[src/rtl/itp_pkg.sv]
package itp_pkg;
    typedef enum logic [1:0] {
        ST_IDLE  = 2'd0,
        ST_BLOCK = 2'd1,
        ST_FAULT = 2'd2
    } seq_state_e;

    localparam int FLAG_N = 3;
    localparam int FLAG_Z = 2;
    localparam int FLAG_C = 1;
    localparam int FLAG_V = 0;

    localparam logic [3:0] COND_RSVD = 4'hF;
endpackage

[src/rtl/itp_cond_eval.sv]
module itp_cond_eval
    import itp_pkg::*;
(
    input  logic [3:0] cond_i,
    input  logic [3:0] flags_i,
    output logic       pass_o
);
    logic n, z, c, v, base;

    always_comb begin
        n = flags_i[FLAG_N];
        z = flags_i[FLAG_Z];
        c = flags_i[FLAG_C];
        v = flags_i[FLAG_V];
        unique case (cond_i[3:1])
            3'd0:    base = z;
            3'd1:    base = c;
            3'd2:    base = n;
            3'd3:    base = v;
            3'd4:    base = c & ~z;
            3'd5:    base = (n == v);
            3'd6:    base = ~z & (n == v);
            default: base = 1'b1;
        endcase
        // Pairs differ only in the low bit, which inverts; code 14 is "always".
        pass_o = (cond_i[3:1] == 3'd7) ? 1'b1 : (base ^ cond_i[0]);
    end
endmodule

[src/rtl/itp_mask_decode.sv]
module itp_mask_decode #(
    parameter int SLOTS = 4,
    localparam int CNT_W = $clog2(SLOTS + 1)
) (
    input  logic [SLOTS-1:0] mask_i,
    input  logic             cond_lsb_i,
    output logic [CNT_W-1:0] len_o,
    output logic [SLOTS-1:0] then_o,
    output logic             legal_o
);
    // Lowest set bit wins: scan from the top so the last hit is the lowest.
    always_comb begin
        len_o = '0;
        for (int i = SLOTS - 1; i >= 0; i--) begin
            if (mask_i[i]) len_o = CNT_W'(SLOTS - i);
        end
        legal_o = |mask_i;
    end

    assign then_o[0] = 1'b1;
    for (genvar k = 1; k < SLOTS; k++) begin : g_slot
        assign then_o[k] = (mask_i[SLOTS-k] == cond_lsb_i);
    end
endmodule

[src/rtl/itp_seq.sv]
module itp_seq
    import itp_pkg::*;
#(
    parameter int SLOTS = 4,
    localparam int CNT_W = $clog2(SLOTS + 1)
) (
    input  logic             clk,
    input  logic             rst_n,
    input  logic             issue_i,
    input  logic             pfx_i,
    input  logic [3:0]       pfx_cond_i,
    input  logic [SLOTS-1:0] pfx_mask_i,
    input  logic [3:0]       flags_i,
    input  logic             flush_i,
    output logic             exec_en_o,
    output logic             blk_active_o,
    output logic             pfx_err_o
);
    seq_state_e       state_q, state_d;
    logic [3:0]       cond_q, cond_d;
    logic [SLOTS-1:0] then_q, then_d;
    logic [CNT_W-1:0] left_q, left_d;

    logic [CNT_W-1:0] dec_len;
    logic [SLOTS-1:0] dec_then;
    logic             dec_legal, pfx_ok, cond_pass, slot_pass, step;

    itp_mask_decode #(.SLOTS(SLOTS)) u_dec (
        .mask_i     (pfx_mask_i),
        .cond_lsb_i (pfx_cond_i[0]),
        .len_o      (dec_len),
        .then_o     (dec_then),
        .legal_o    (dec_legal)
    );

    itp_cond_eval u_cond (
        .cond_i  (cond_q),
        .flags_i (flags_i),
        .pass_o  (cond_pass)
    );

    assign pfx_ok    = dec_legal && (pfx_cond_i != COND_RSVD);
    assign slot_pass = then_q[0] ? cond_pass : ~cond_pass;
    assign step      = issue_i && !pfx_i && !flush_i;

    // State register
    always_ff @(posedge clk) begin
        if (!rst_n) begin
            state_q <= ST_IDLE;
            cond_q  <= '0;
            then_q  <= '0;
            left_q  <= '0;
        end else begin
            state_q <= state_d;
            cond_q  <= cond_d;
            then_q  <= then_d;
            left_q  <= left_d;
        end
    end

    // Next state
    always_comb begin
        state_d = state_q;
        cond_d  = cond_q;
        then_d  = then_q;
        left_d  = left_q;
        unique case (state_q)
            ST_IDLE, ST_FAULT: begin
                if (flush_i) begin
                    state_d = ST_IDLE;                 // flush
                end else if (pfx_i && pfx_ok) begin
                    state_d = ST_BLOCK;                // load
                    cond_d  = pfx_cond_i;
                    then_d  = dec_then;
                    left_d  = dec_len;
                end else if (pfx_i) begin
                    state_d = ST_FAULT;                // reject
                end else begin
                    state_d = ST_IDLE;                 // settle
                end
            end
            ST_BLOCK: begin
                if (flush_i) begin
                    state_d = ST_IDLE;                 // flush
                    left_d  = '0;
                end else if (pfx_i) begin
                    state_d = ST_FAULT;                // nest
                    left_d  = '0;
                end else if (issue_i) begin
                    then_d = then_q >> 1;
                    left_d = left_q - CNT_W'(1);
                    if (left_q == CNT_W'(1)) state_d = ST_IDLE;   // drain
                end
            end
            default: state_d = ST_IDLE;
        endcase
    end

    // Outputs
    always_comb begin
        blk_active_o = (state_q == ST_BLOCK);
        pfx_err_o    = (state_q == ST_FAULT);
        exec_en_o    = step && ((state_q == ST_BLOCK) ? slot_pass : 1'b1);
    end

    AST_IDLE_EXEC: assert property (@(posedge clk) disable iff (!rst_n)
        (!blk_active_o && step) |-> exec_en_o);
    AST_LEN_RANGE: assert property (@(posedge clk) disable iff (!rst_n)
        blk_active_o |-> (left_q != '0 && int'(left_q) <= SLOTS));
    AST_LAST_SLOT: assert property (@(posedge clk) disable iff (!rst_n)
        (blk_active_o && step && left_q == CNT_W'(1)) |=> !blk_active_o);
    AST_RSVD_REJECT: assert property (@(posedge clk) disable iff (!rst_n)
        (pfx_i && !flush_i && pfx_cond_i == COND_RSVD) |=> (pfx_err_o && !blk_active_o));
    AST_HOLD_NO_ISSUE: assert property (@(posedge clk) disable iff (!rst_n)
        (blk_active_o && !issue_i && !pfx_i && !flush_i) |=> (blk_active_o && $stable(left_q)));
    AST_FLUSH_CLOSE: assert property (@(posedge clk) disable iff (!rst_n)
        flush_i |=> (!blk_active_o && !pfx_err_o));
    AST_NEST_ERR: assert property (@(posedge clk) disable iff (!rst_n)
        (blk_active_o && pfx_i && !flush_i) |=> (pfx_err_o && !blk_active_o));
endmodule

[config.mk]
export PLATFORM = sky130hd
export DESIGN_NAME = itp_seq
export DESIGN_NICKNAME = d
export VERILOG_FILES = /design/src/rtl/itp_pkg.sv /design/src/rtl/itp_cond_eval.sv /design/src/rtl/itp_mask_decode.sv /design/src/rtl/itp_seq.sv
export SDC_FILE = /design/constraint.sdc
export NUM_CORES = 1
export LEC_CHECK = 0
export ABC_AREA = 1
export BUFFER_PORTS_ARGS = -buffer_cell sky130_fd_sc_hd__buf_2
export CAP_MARGIN = 25
export CELL_PAD_IN_SITES_DETAIL_PLACEMENT = 1
export CELL_PAD_IN_SITES_GLOBAL_PLACEMENT = 1
export CORE_AREA = 2 2 64 51
export CTS_CLUSTER_DIAMETER = 100
export DETAILED_ROUTE_END_ITERATION = 8
export DIE_AREA = 0 0 66 53
export PLACE_DENSITY_LB_ADDON = 0.15
export SYNTH_ARGS = -nofsm -noshare
export SYNTH_HDL_FRONTEND = slang
export SYNTH_HIERARCHICAL = 1
export SYNTH_SLANG_ARGS = --single-unit
[constraint.sdc]
create_clock -name clk -period 1.6 [get_ports clk]
set_input_delay 0.08 -clock clk [delete_from_list [all_inputs] [get_ports clk]]
set_output_delay 0.08 -clock clk [all_outputs]
set_load 0.01 [all_outputs]
Yosys cells after proc, flatten, opt, wreduce, memory -nomap -nowiden
Index checks and enable logic that the tools add are counted.
{"block": "op_classes", "addsub": 1, "multipliers": 0, "n_div": 0, "order_cmp": 0, "n_eq_ne": 22, "shifts": 0, "n_mux": 28, "bitwise_logic": 6, "reduce_logical": 16}
{"operator": "4-bit 2-to-1 mux", "n": 5}
{"operator": "2-bit 2-to-1 mux", "n": 9}
{"operator": "3-bit 2-to-1 mux", "n": 6}
{"operator": "3-bit == test (second input constant)", "n": 4}
{"operator": "2-bit != test (second input constant)", "n": 5}
{"operator": "4-bit != test (second input constant)", "n": 2}
{"operator": "4-bit one-hot mux with 2 select lines", "n": 1}
{"operator": "1-bit one-hot mux with 7 select lines", "n": 1}
{"operator": "3-bit by 1-bit == test with 1-bit output (second input constant)", "n": 2}
{"operator": "3-bit by 2-bit == test with 1-bit output (second input constant)", "n": 2}
{"operator": "3-bit one-hot mux with 2 select lines", "n": 1}
{"operator": "6-bit AND reduction", "n": 1}
{"operator": "1-bit logical AND", "n": 5}
{"operator": "1-bit == test", "n": 4}
{"operator": "1-bit 2-to-1 mux", "n": 4}
{"operator": "4-bit by 3-bit != test with 1-bit output (second input constant)", "n": 1}
{"operator": "2-bit one-hot mux with 2 select lines", "n": 1}
{"operator": "4-bit AND reduction", "n": 1}
{"operator": "4-bit OR reduction", "n": 1}
{"operator": "3-bit zero test", "n": 1}
{"operator": "1-bit inverter", "n": 3}
{"operator": "3-bit AND reduction", "n": 1}
{"operator": "3-bit by 1-bit subtractor with 3-bit output (second input constant)", "n": 1}
{"operator": "1-bit bitwise AND", "n": 2}
{"operator": "8 further kinds", "n": 9}
{"block": "totals", "ff_bits": 13, "latch_bits": 0, "ramBits": 0, "rom_bits": 0, "in_bits": 17, "out_inout_bits": 3, "wordCells": 77, "n_memories": 0}

Depth between registers and ports, before layout
{"block": "logic_depth", "depth_word": 9, "depth_mapped": 10, "mapped_depth_nobuf": 10}

Cells and area by module
The synthesis kept the hierarchy.
{"mod": "itp_seq", "n_inst": 1, "cells_per_inst": 125, "area_per_inst_um2": 809.5, "seq_area_each_um2": 260.2}
{"mod": "itp_cond_eval", "n_inst": 1, "cells_per_inst": 29, "area_per_inst_um2": 133.9, "seq_area_each_um2": 0.0}
{"mod": "itp_mask_decode", "n_inst": 1, "cells_per_inst": 13, "area_per_inst_um2": 75.1, "seq_area_each_um2": 0.0}

Worst setup path after synthesis
Ideal clock, no wire load.
{"block": "synth_path", "path_kind": "register to output", "start": "register cond_q[2]", "end": "output exec_en_o", "t_arrival_ps": 1297, "required_ps": 1520, "setup_slack_ps": 223, "stages_incl_launch_ff": 8, "n_path_buf": 0, "path_cell_list": "dfxtp_1 nor2_1 a21oi_2 nand2_1 nand3_1 nand3_1 xor2_1 a211oi_1"}
{"block": "synth_between", "elab_chain_cells": 8, "word_cells_on_any_way": 15, "classes_between": "eq/ne (7); mux (4); bitwise (2); reduce/logical (2)"}
{"element": "start, declared", "line_no": "itp_seq.sv:20", "source": "logic [3:0] cond_q, cond_d;"}
{"element": "start signal, assigned", "line_no": "itp_seq.sv:55", "source": "cond_q <= cond_d;"}
{"element": "3-bit == test, or another cell as far along", "line_no": "itp_cond_eval.sv:15", "source": "unique case (cond_i[3:1])"}
{"element": "1-bit one-hot mux with 7 select lines", "line_no": "itp_cond_eval.sv:15"}
{"element": "1-bit bitwise XOR", "line_no": "itp_cond_eval.sv:26", "source": "pass_o = (cond_i[3:1] == 3'd7) ? 1'b1 : (base ^ cond_i[0]);"}
{"element": "1-bit 2-to-1 mux (*)", "line_no": "itp_cond_eval.sv:26"}
{"element": "named net cond_pass", "line_no": "itp_seq.sv:26", "source": "logic dec_legal, pfx_ok, cond_pass, slot_pass, step;"}
{"element": "1-bit inverter", "line_no": "itp_seq.sv:43", "source": "assign slot_pass = then_q[0] ? cond_pass : ~cond_pass;"}
{"element": "1-bit 2-to-1 mux (*)", "line_no": "itp_seq.sv:43"}
{"element": "1-bit 2-to-1 mux (*)", "line_no": "itp_seq.sv:103", "source": "exec_en_o = step && ((state_q == ST_BLOCK) ? slot_pass : 1'b1);"}
{"element": "1-bit logical AND (*)", "line_no": "itp_seq.sv:103"}
{"element": "end, declared", "line_no": "itp_seq.sv:15", "source": "output logic exec_en_o,"}
Mark *: on every way through the listed nets, which the timed path passes. The rest lies on a longest branch.

Worst setup path in the final report
Same ends and word-level chain as after synthesis.

==> flow_summary.ini <==
[die]
pin_count = 20
core_region_area_um2 = 2850
num_rows = 17
die_y_um = 53
fp.dieW_um = 66
fp.dieArea_um2 = 3498
start_util_pct = 35.73

[global_routing]
grt_overflow_total = 0
antenna_found_initial = 0
grt_pass1_wl_mm = 4.685
grt.total_usage_pct = 17.94
grt_max_degree = 15
grt_pass1_vias = 1038

[layout]
syn2layout_area_growth_pct = 17.57
layout-drive-gt1-share_pct = 25.27
fin_cells = 224
diodes = 0
regArea_um2 = 267.8
multi_input_area_um2 = 633.1
n_fill_cell = 405
fin_util_pct = 42.01
layout.nets = 206

[yosys]
synth.yosys.seq_area_share_pct = 25.55
yosysTopAreaCellShare_pct = 25.55
synth_area_leaders = dfxtp_1, nand2_1, nand3_1
synth_warnings = 6
synthesis.nets = 186
synth-seq-cells = 13
syn_inst = 167
syn_area_um2 = 1018
ys_types = 25
synth_area_leader_cell = dfxtp_1
synth.avg_cell_area_um2 = 6.099

[clock_tree]
cts_buffer_depth = 2
insertion_delay_ns = 0.24
cts_tree = yes
cts_made_buffers = 3
clk_pin_slew_ns = 0.06
htreeDepth = 1
clock_sink_count = 13
cts_setup_buffers = 0
root_buffer = clkbuf_8

[worst_setup_path]
crit_path_max_fanout = 7
arrival_ns = 1.68
crit_path_start_kind = flop
end_kind = primary output
cp.required_ns = 1.52
criticalPathCategory = reg2out

[timing]
clock_skew_ns = 0.002034
setup_ws_ns = -0.1604
fin_crit_ns = 1.760
hold_violations = 0
setup_tns_ns = -0.1604
rsz0062_at_grt = true
setup_viol = 1
slew_viol_final = 0
fmax_mhz = 568.1
finalCritPeriodShare_pct = 110.0
hold_ws_ns = 0.1274

[route]
vias = 1056
via_per_inst = 4.714
wire_per_inst_um = 12.47
drt_first_pass_iters = 4
antenna_left = 0
drc = 0
first_iter_violations = 37
drt_wl_total_mm = 2.793

[status]
violations = setup timing
outcome = finished, violations left

[power]
p_leak_uw = 0.0006139
powerDensity_nw_per_um2 = 758.0
peakVddDrop_mv = 0.3441
totalPowerFinal_uw = 907.6

[hold_path]
holdCritPathClass = in2reg

[placement]
port_buffers = 19
gp_routability_congestion = 0.8426
dp_hpwl_mm = 2.212
place_inst = 220

[flow_run]
drv_cap = 0
==> final cells by class <==
type | count | area share (%)
timing repair buffer | 19 | 7.941
clock buffer | 4 | 3.762
tap | 38 | 3.971
multi-input combinational | 121 | 52.87
inverter | 29 | 9.091
sequential | 13 | 22.36
==> registers in the layout, indices dropped and copies added (netlist names) <==
register / cells
cond_q: 4
then_q: 4
left_q: 3
state_q: 2
==> worst max-delay path, stage by stage (launching register included) <==
cell and delay (ns):
dfxtp_4 0.37, nor2_2 0.15, nand2_1 0.09, nand3_2 0.08, nand2_1 0.06, nand2_1 0.05
nand3_1 0.07, xor2_1 0.15, a211oi_1 0.23, buf_2 0.17
==> final timing paths <==
check / from / endpoint / slack [ns] / depth (start not counted)
setup / recovery: cond_q[2]$_SDFFE_PN0P_ / exec_en_o / -0.16 / 9
setup reg to reg: left_q[0]$_SDFFE_PN0P_ / left_q[2]$_SDFFE_PN0P_ / 0.30 / 10
hold reg to reg: then_q[2]$_SDFFE_PN0P_ / then_q[2]$_SDFFE_PN0P_ / 0.48 / 2
hold / removal: pfx_cond_i[3] / cond_q[3]$_SDFFE_PN0P_ / 0.13 / 3
==> stage by stage <==
stage          area [um2]  setup WS, ns
5_1_grt              1197       -0.2533
3_5_place_dp         1130       0.03479
2_1_floorplan        1018        0.2234
3_3_place_gp         1130        0.1413
6_report             1197       -0.1604
4_1_cts              1190       -0.1352
==> where the power goes <==
part	switching, uW	total [uW]	leakage, uW	internal, uW
clock network	126	303	0.0000228	176
registers	21.5	367	0.000108	345
logic	148	238	0.000483	90.2
total	296	908	0.000614	611
==> synth_stat cells <==
cell and number:
a211oi_1 1, a21oi_1 14, a21oi_2 2, a21oi_4 1, a31o_1 1, buf_2 1
buf_4 2, buf_6 1, conb_1 1, dfxtp_1 13, ha_1 2, inv_1 25
inv_2 4, nand2_1 41, nand2_2 2, nand2_4 1, nand3_1 20, nand3_2 1
nor2_1 22, nor2_2 4, nor2_8 1, nor3_1 1, o21ai_0 1, xnor2_1 4
xor2_1 1
==> routing by layer <==
layer | GRT usage, % | vias to the layer above | share of wire, %
met4 | 4.082 | 0 | 0.82
met1 | 24.55 | 474 | 53
met3 | 3.191 | 4 | 4.1
met5 | 0 | - | 0
met2 | 29.46 | 23 | 42
li1 | - | 555 | -
==> cell usage in the layout, fill, tap and decap left out, types with 3 or more instances in the layout <==
master,synthesis,layout
nand2_1,41,38
inv_1,25,23
nor2_1,22,21
nand3_1,20,19
buf_2,1,19
a21oi_1,14,14
dfxtp_1,13,11
inv_2,4,6
nand2_2,2,5
nor2_2,4,5
xnor2_1,4,4
clkbuf_8,0,3
==> timing repair <==
action | 4_1_cts | 5_1_grt
hold buffers | 0 | 0
gates cloned | 0 | 0
setup endpoints to repair | 1 | 1
pin swaps | 0 | 1
resized for setup | 7 | 4
==> logic make-up after synthesis <==
family                     Yosys count  share of synthesized area (%)
and+or+nand+nor                     93                          41.28
buffers and inverters               33                          13.76
AOI/OAI and AO/OA                   20                          12.29
DFF                                 13                          25.55
xor gates and xnor gates             5                          4.300
adders and majority gates            2                          2.457
other                                1                         0.3682
No activity file was read; power rests on OpenSTA's default activity.
